`config.mk`:
```
export PLATFORM = sky130hd
export DESIGN_NAME = flash_cmd_decoder
export DESIGN_NICKNAME = d
export VERILOG_FILES = /design/src/rtl/flash_cmd_pkg.sv /design/src/rtl/wr_capture.sv /design/src/rtl/cmd_seq.sv /design/src/rtl/op_timer.sv /design/src/rtl/id_lookup.sv /design/src/rtl/flash_cmd_decoder.sv
export SDC_FILE = /design/constraint.sdc
export NUM_CORES = 1
export LEC_CHECK = 0
export CAP_MARGIN = 20
export CORE_MARGIN = 2
export CORE_UTILIZATION = 35
export CTS_BUF_LIST = sky130_fd_sc_hd__clkbuf_8
export CTS_CLUSTER_SIZE = 40
export DETAILED_ROUTE_END_ITERATION = 6
export HOLD_SLACK_MARGIN = 0.15
export PLACE_DENSITY = 0.6
export SLEW_MARGIN = 20
export SYNTH_ARGS = -nofsm -noshare
export SYNTH_HDL_FRONTEND = slang
export SYNTH_SLANG_ARGS = --single-unit
```
`constraint.sdc`:
```
create_clock -name clk -period 2.55 [get_ports clk]
set_clock_uncertainty 0.2 [all_clocks]
set_input_delay 0.255 -clock clk [delete_from_list [all_inputs] [get_ports clk]]
set_output_delay 0.255 -clock clk [all_outputs]
set_load 0.01 [all_outputs]
```
`src/rtl/flash_cmd_pkg.sv`:
```
package flash_cmd_pkg;
  localparam int CMP_AW = 15;
  localparam logic [CMP_AW-1:0] ADR_KEY_A = 15'h5555;
  localparam logic [CMP_AW-1:0] ADR_KEY_B = 15'h2AAA;

  localparam logic [7:0] CD_KEY1 = 8'hAA;
  localparam logic [7:0] CD_KEY2 = 8'h55;
  localparam logic [7:0] CD_PGM  = 8'hA0;
  localparam logic [7:0] CD_ERS  = 8'h80;
  localparam logic [7:0] CD_ID   = 8'h90;
  localparam logic [7:0] CD_QRY  = 8'h98;
  localparam logic [7:0] CD_EXIT = 8'hF0;
  localparam logic [7:0] CD_SECT = 8'h30;
  localparam logic [7:0] CD_BLK  = 8'h50;
  localparam logic [7:0] CD_CHIP = 8'h10;

  typedef enum logic [2:0] {
    ST_IDLE, ST_KEY1, ST_KEY2, ST_ERS3, ST_ERS4, ST_ERS5, ST_PGM
  } seq_st_t;

  typedef enum logic [2:0] {
    OP_NONE, OP_PROG, OP_SECT, OP_BLK, OP_CHIP
  } op_kind_t;
endpackage

```
`src/rtl/wr_capture.sv`:
```
module wr_capture #(
  parameter int AW = 20,
  parameter int DW = 16
) (
  input  logic          clk,
  input  logic          rst_n,
  input  logic          wr_act,
  input  logic [AW-1:0] wr_addr,
  input  logic [DW-1:0] wr_data,
  output logic          cyc_vld,
  output logic [AW-1:0] cyc_addr,
  output logic [DW-1:0] cyc_data
);
  logic act_q;

  always_ff @(posedge clk) begin
    if (!rst_n) begin
      act_q    <= 1'b0;
      cyc_vld  <= 1'b0;
      cyc_addr <= '0;
      cyc_data <= '0;
    end else begin
      act_q   <= wr_act;
      cyc_vld <= act_q & ~wr_act;
      if (wr_act && !act_q) cyc_addr <= wr_addr;
      if (wr_act)           cyc_data <= wr_data;
    end
  end

  // one decoded cycle per strobe
  assert_single_cycle_R9: assert property (@(posedge clk) disable iff (!rst_n)
    cyc_vld |=> !cyc_vld);
endmodule

```
`src/rtl/cmd_seq.sv`:
```
module cmd_seq
  import flash_cmd_pkg::*;
#(
  parameter int AW = 20,
  parameter int DW = 16
) (
  input  logic          clk,
  input  logic          rst_n,
  input  logic          cyc_vld,
  input  logic [AW-1:0] cyc_addr,
  input  logic [DW-1:0] cyc_data,
  input  logic          busy,
  output op_kind_t      go_kind,
  output logic          id_mode,
  output logic          cfi_mode,
  output logic          start_prog,
  output logic          start_sect,
  output logic          start_blk,
  output logic          start_chip,
  output logic [AW-1:0] op_addr,
  output logic [DW-1:0] op_data
);
  seq_st_t st, st_nx;
  logic id_nx, cfi_nx;
  logic at_a, at_b;
  logic [7:0] cd;

  assign at_a = (cyc_addr[CMP_AW-1:0] == ADR_KEY_A);
  assign at_b = (cyc_addr[CMP_AW-1:0] == ADR_KEY_B);
  assign cd   = cyc_data[7:0];

  always_comb begin
    st_nx   = st;
    id_nx   = id_mode;
    cfi_nx  = cfi_mode;
    go_kind = OP_NONE;
    if (cyc_vld && !busy) begin
      st_nx  = ST_IDLE;
      id_nx  = 1'b0;
      cfi_nx = 1'b0;
      unique case (st)
        ST_IDLE: if (at_a && cd == CD_KEY1) begin
          st_nx = ST_KEY1; id_nx = id_mode; cfi_nx = cfi_mode;
        end
        ST_KEY1: if (at_b && cd == CD_KEY2) begin
          st_nx = ST_KEY2; id_nx = id_mode; cfi_nx = cfi_mode;
        end
        ST_KEY2: if (at_a) begin
          unique case (cd)
            CD_PGM:  st_nx = ST_PGM;
            CD_ERS:  st_nx = ST_ERS3;
            CD_ID:   id_nx = 1'b1;
            CD_QRY:  cfi_nx = 1'b1;
            CD_EXIT: st_nx = ST_IDLE;
            default: st_nx = ST_IDLE;
          endcase
        end
        ST_ERS3: if (at_a && cd == CD_KEY1) st_nx = ST_ERS4;
        ST_ERS4: if (at_b && cd == CD_KEY2) st_nx = ST_ERS5;
        ST_ERS5: begin
          if (cd == CD_SECT)              go_kind = OP_SECT;
          else if (cd == CD_BLK)          go_kind = OP_BLK;
          else if (cd == CD_CHIP && at_a) go_kind = OP_CHIP;
        end
        ST_PGM:  go_kind = OP_PROG;
        default: st_nx = ST_IDLE;
      endcase
    end
  end

  always_ff @(posedge clk) begin
    if (!rst_n) begin
      st         <= ST_IDLE;
      id_mode    <= 1'b0;
      cfi_mode   <= 1'b0;
      start_prog <= 1'b0;
      start_sect <= 1'b0;
      start_blk  <= 1'b0;
      start_chip <= 1'b0;
      op_addr    <= '0;
      op_data    <= '0;
    end else begin
      st         <= st_nx;
      id_mode    <= id_nx;
      cfi_mode   <= cfi_nx;
      start_prog <= (go_kind == OP_PROG);
      start_sect <= (go_kind == OP_SECT);
      start_blk  <= (go_kind == OP_BLK);
      start_chip <= (go_kind == OP_CHIP);
      if (go_kind != OP_NONE) begin
        op_addr <= cyc_addr;
        op_data <= cyc_data;
      end
    end
  end

  // a cycle arriving while busy leaves sequence, modes and launches untouched
  assert_busy_ignores_R8: assert property (@(posedge clk) disable iff (!rst_n)
    (busy && cyc_vld) |=> ($stable(st) && $stable(id_mode) && $stable(cfi_mode) &&
                          !start_prog && !start_sect && !start_blk && !start_chip));

  // a mode flag only rises on a decoded write cycle
  assert_id_needs_cycle_R3: assert property (@(posedge clk) disable iff (!rst_n)
    $rose(id_mode) |-> $past(cyc_vld));

  // a launch leaves the decoder in read mode
  assert_launch_clears_modes_R7: assert property (@(posedge clk) disable iff (!rst_n)
    (start_prog || start_sect || start_blk || start_chip) |-> (!id_mode && !cfi_mode));
endmodule

```
`src/rtl/op_timer.sv`:
```
module op_timer
  import flash_cmd_pkg::*;
#(
  parameter int PROG_CYC = 12,
  parameter int SECT_CYC = 32,
  parameter int BLK_CYC  = 48,
  parameter int CHIP_CYC = 64
) (
  input  logic     clk,
  input  logic     rst_n,
  input  op_kind_t go_kind,
  output logic     busy,
  output logic     done
);
  localparam int MAX_PS  = (PROG_CYC > SECT_CYC) ? PROG_CYC : SECT_CYC;
  localparam int MAX_BC  = (BLK_CYC > CHIP_CYC) ? BLK_CYC : CHIP_CYC;
  localparam int MAX_CYC = (MAX_PS > MAX_BC) ? MAX_PS : MAX_BC;
  localparam int CW      = $clog2(MAX_CYC + 1);

  logic [CW-1:0] cnt;
  logic [CW-1:0] load_val;

  always_comb begin
    unique case (go_kind)
      OP_PROG: load_val = CW'(PROG_CYC - 1);
      OP_SECT: load_val = CW'(SECT_CYC - 1);
      OP_BLK:  load_val = CW'(BLK_CYC - 1);
      OP_CHIP: load_val = CW'(CHIP_CYC - 1);
      default: load_val = '0;
    endcase
  end

  always_ff @(posedge clk) begin
    if (!rst_n) begin
      busy <= 1'b0;
      done <= 1'b0;
      cnt  <= '0;
    end else if (go_kind != OP_NONE) begin
      busy <= 1'b1;
      done <= 1'b0;
      cnt  <= load_val;
    end else if (busy) begin
      if (cnt == '0) begin
        busy <= 1'b0;
        done <= 1'b1;
      end else begin
        cnt  <= cnt - CW'(1);
        done <= 1'b0;
      end
    end else begin
      done <= 1'b0;
    end
  end

  // busy ends exactly where done pulses
  assert_done_at_fall_R7: assert property (@(posedge clk) disable iff (!rst_n)
    $fell(busy) |-> done);
  assert_done_not_busy_R7: assert property (@(posedge clk) disable iff (!rst_n)
    done |-> !busy);
endmodule

```
`src/rtl/id_lookup.sv`:
```
module id_lookup #(
  parameter int          AW       = 20,
  parameter int          DW       = 16,
  parameter logic [15:0] MFR_CODE = 16'h00C3,
  parameter logic [15:0] DEV_CODE = 16'h4A15
) (
  input  logic          id_mode,
  input  logic [AW-1:0] rd_addr,
  output logic          rd_hit,
  output logic [DW-1:0] rd_word
);
  logic [DW-1:0] code_tbl [2];

  generate
    for (genvar g = 0; g < 2; g++) begin : g_code
      assign code_tbl[g] = (g == 0) ? DW'(MFR_CODE) : DW'(DEV_CODE);
    end
  endgenerate

  assign rd_hit  = id_mode && (rd_addr[AW-1:1] == '0);
  assign rd_word = rd_hit ? code_tbl[rd_addr[0]] : '0;
endmodule

```
`src/rtl/flash_cmd_decoder.sv`:
```
module flash_cmd_decoder
  import flash_cmd_pkg::*;
#(
  parameter int          AW       = 20,
  parameter int          DW       = 16,
  parameter int          PROG_CYC = 12,
  parameter int          SECT_CYC = 32,
  parameter int          BLK_CYC  = 48,
  parameter int          CHIP_CYC = 64,
  parameter logic [15:0] MFR_CODE = 16'h00C3,
  parameter logic [15:0] DEV_CODE = 16'h4A15
) (
  input  logic          clk,
  input  logic          rst_n,
  input  logic          wr_act,
  input  logic [AW-1:0] wr_addr,
  input  logic [DW-1:0] wr_data,
  input  logic [AW-1:0] rd_addr,
  output logic          start_prog,
  output logic          start_sect,
  output logic          start_blk,
  output logic          start_chip,
  output logic [AW-1:0] op_addr,
  output logic [DW-1:0] op_data,
  output logic          busy,
  output logic          done,
  output logic          id_mode,
  output logic          cfi_mode,
  output logic          rd_hit,
  output logic [DW-1:0] rd_word
);
  logic          cyc_vld;
  logic [AW-1:0] cyc_addr;
  logic [DW-1:0] cyc_data;
  op_kind_t      go_kind;

  wr_capture #(.AW(AW), .DW(DW)) u_cap (
    .clk(clk), .rst_n(rst_n), .wr_act(wr_act), .wr_addr(wr_addr), .wr_data(wr_data),
    .cyc_vld(cyc_vld), .cyc_addr(cyc_addr), .cyc_data(cyc_data)
  );

  cmd_seq #(.AW(AW), .DW(DW)) u_seq (
    .clk(clk), .rst_n(rst_n), .cyc_vld(cyc_vld), .cyc_addr(cyc_addr), .cyc_data(cyc_data),
    .busy(busy), .go_kind(go_kind), .id_mode(id_mode), .cfi_mode(cfi_mode),
    .start_prog(start_prog), .start_sect(start_sect), .start_blk(start_blk),
    .start_chip(start_chip), .op_addr(op_addr), .op_data(op_data)
  );

  op_timer #(.PROG_CYC(PROG_CYC), .SECT_CYC(SECT_CYC), .BLK_CYC(BLK_CYC),
             .CHIP_CYC(CHIP_CYC)) u_tmr (
    .clk(clk), .rst_n(rst_n), .go_kind(go_kind), .busy(busy), .done(done)
  );

  id_lookup #(.AW(AW), .DW(DW), .MFR_CODE(MFR_CODE), .DEV_CODE(DEV_CODE)) u_id (
    .id_mode(id_mode), .rd_addr(rd_addr), .rd_hit(rd_hit), .rd_word(rd_word)
  );

  // at most one launch at a time, and busy rises with it
  assert_one_start_R7: assert property (@(posedge clk) disable iff (!rst_n)
    $onehot0({start_prog, start_sect, start_blk, start_chip}));
  assert_start_busy_R7: assert property (@(posedge clk) disable iff (!rst_n)
    (start_prog || start_sect || start_blk || start_chip) |-> (busy && !$past(busy)));
  // the two read modes exclude each other
  assert_modes_exclusive_R11: assert property (@(posedge clk) disable iff (!rst_n)
    !(id_mode && cfi_mode));
  // the ID window only answers in ID mode
  assert_hit_needs_id_R10: assert property (@(posedge clk) disable iff (!rst_n)
    rd_hit |-> id_mode);
endmodule

```
==> impl_metrics.toml <==
[timing]
tns_ps = 0
setup_viol = 0
final-hold-violation-count = 0
fin_crit_sh_pct = 97.3
tightestPinTransition_ps = 573
slew_headroom_pct = 61.4
min_period_ps = 2480
drv_slew = 0
rsz0062_at_grt = "true"
max_freq_mhz = 403

[setup_path]
required_ps = 2100
ff2ff_setup_slack_ps = 320
arrival_ps = 2030
path_class = "in -> out"
cp-start-kind = "input pin"
crit_fanout = 5
worstSetupEndpointType = "output port"

[routing]
wire_per_inst_um = 14.0
vias = 3614
firstDrtPassIters = 4
drt_iter0_drc = 166
vias_per_cell = 4.98
ant_nets = 0
drc = 0
drt-total-wl_um = 10100

[finish]
fin_area_mm2 = 0.00554
drive_above_1_share_pct = 7.72
final_cell_mix = "130 x nand2_1, 111 x clkdlybuf4s50_1, 92 x dfxtp_1"
areaGrowthSynthToFinish_pct = 35.8
nNetsFinal = 639
final_common_cell = "nand2_1"
antennaDiodeCount = 0

[clock_network]
post_cts_buffers = 0
cts_tree = "done"
cts_sinks = 92
htree_levels = 3
root_buffer = "clkbuf_8"
clock_path_buffers = 2
clk_pin_slew_ps = 90
cts_buffers = 9
clock_latency_ps = 360

[run_status]
status = "completed"

[placed_design]
dp_hpwl_um = 7230
place_area_mm2 = 0.00530
gp_congestion = 0.810
numPortBuffers = 112

[global_route]
antenna_found_initial = 0
grt_overflow = 0
grt_pass1_vias = 3389
grt_pass1_wl_um = 16800
groute.usage.overall_pct = 16.4
grt_max_degree = 86

[synth]
synth_seq_cells = 92
synth.distinct_cells = 53
ys_seq_area_share_pct = 45.1
synth_ff_type = "dfxtp_1"
synth_edf_count = 0
synth_area_mm2 = 0.00408
yosysWarnings = 0
syn_avg_cell_area_um2 = 8.66
async_reset_ff_share_pct = 0
synthCells = 471

[floorplanning]
top_level_ports = 120
die_w_um = 112
initial_core_util_pct = 35.7
dieArea_mm2 = 0.0125
die_y_um = 112
core_area_mm2 = 0.0114
fp-row-count = 39

[pwr]
p_per_area_mw_per_mm2 = 500
leakagePower_nw = 2.24
ir_worst_vdd_mv = 0.282

[min_path]
min_path_type = "in -> reg"

[flow_run]
cap_violations = 0
[sequential cells by signal (all words and copies together), names as in the netlist]
name and cells:
u_tmr.cnt 7, u_cap.cyc_data 16, u_seq.start_chip 1, u_seq.start_sect 1
u_seq.op_addr 20, u_tmr.done 1, u_seq.start_prog 1, u_seq.start_blk 1
u_seq.op_data 16, u_cap.cyc_vld 1, u_cap.act_q 1, u_seq.id_mode 1
u_seq.st 3, u_seq.cfi_mode 1, u_tmr.busy 1, u_cap.cyc_addr 20
[through the flow]
| step | std cells | power (mW) | hold WS, ps | util (%) | setup WS (ps) |
|---|---|---|---|---|---|
| 6_report | 726 | 2.77 | 238 | 48.5 | 67.7 |
| 2_1_floorplan | 477 | 1.65 | 191 | - | 670 |
| 3_5_place_dp | 709 | 1.79 | 242 | 46.4 | 48.1 |
| 3_3_place_gp | 709 | 1.78 | 240 | 46.4 | 85.4 |
| 4_1_cts | 726 | 2.80 | 226 | 48.3 | 49.7 |
| 5_1_grt | 726 | 2.91 | 220 | 48.5 | -14.5 |
[report_power, final]
part / leakage, nW / switching [mW] / internal [mW]
clock: 0.104 / 0.528 / 0.488
sequential: 0.748 / 0.0346 / 1.47
combinational: 1.38 / 0.115 / 0.135
total: 2.24 / 0.678 / 2.09
[synthesized netlist by cell type (all sizes together), types with 2 or more instances]
| cell type | number | area [µm²] |
|---|---|---|
| clkbuf | 16 | 60.1 |
| xnor2 | 2 | 17.5 |
| and4 | 4 | 35.0 |
| and3 | 5 | 31.3 |
| a21oi | 26 | 134 |
| ha | 2 | 25.0 |
| nor3b | 2 | 15.0 |
| or4bb | 2 | 22.5 |
| nand4b | 2 | 17.5 |
| and2 | 2 | 12.5 |
| nor2b | 4 | 25.0 |
| nor4b | 3 | 41.3 |
| inv | 6 | 22.5 |
| nor4bb | 3 | 30.0 |
| o22ai | 3 | 18.8 |
| nor4 | 8 | 50.1 |
| o21ai | 4 | 20.0 |
| and4bb | 4 | 50.1 |
| nand2b | 3 | 18.8 |
| nor2 | 29 | 111 |
| a31oi | 3 | 18.8 |
| mux2i | 52 | 521 |
| nand4 | 9 | 56.3 |
| nand2 | 130 | 488 |
| nor3 | 9 | 45.0 |
| dfxtp | 92 | 1840 |
| o211a | 2 | 20.0 |
| buf | 21 | 163 |
| nand3 | 5 | 25.0 |
[metal layers]
| layer | vias to the layer above | share of wire (%) | track usage (%) |
|---|---|---|---|
| li1 | 1816 | - | - |
| met1 | 1657 | 46 | 21.8 |
| met2 | 133 | 45 | 25.4 |
| met3 | 8 | 8.2 | 5.01 |
| met4 | 0 | 1.1 | 5.37 |
| met5 | - | 0 | 0 |
[final timing paths]
path | from | to | depth (start not counted)
worst max-delay path | rd_addr[12] | rd_word[2] | 6
worst max register to register | u_cap.cyc_data[6]$_SDFFE_PN0P_ | u_seq.st[0]$_SDFFE_PN0P_ | 5
worst min register to register | u_cap.act_q$_SDFF_PN0_ | u_cap.cyc_vld$_SDFF_PN0_ | 2
worst min-delay path | wr_addr[15] | u_cap.cyc_addr[15]$_SDFFE_PN0P_ | 3
[repair_timing]
item / 4_1_cts / 5_1_grt
setup endpoints to repair: 0 / 8
hold endpoints to repair: 7 / 0
hold buffers: 1 / 0
gates resized for setup: 0 / 5
[area by class of cell]
class                      count  area, µm²
sequential                    92       1840
timing repair buffer         127       1240
clock inverter                 6       71.3
clock buffer                  10        138
tap                          143        179
multi-input combinational    341       2040
inverter                       7       26.3
fill                        1113       5880
[logic make-up after synthesis]
logic type               count (synthesis)  synth area share, %
AND/OR/NAND/NOR                        229                 27.3
AO/OA/AOI/OAI                           48                 7.36
adder cells (fa/ha/maj)                  2                0.613
XOR/XNOR                                 3                0.644
buffers and inverters                   44                 6.10
multiplexers                            52                 12.8
other                                    1               0.0919
flip-flops                              92                 45.1
[critical path, cell delays in order]
cell and delay (ps):
clkdlybuf4s50_1 430, nor4_2 300, nand3_1 150, nor2_1 150, and2_2 200, clkdlybuf4s50_1 550
Note: power is estimated with default switching activity, not from simulation.
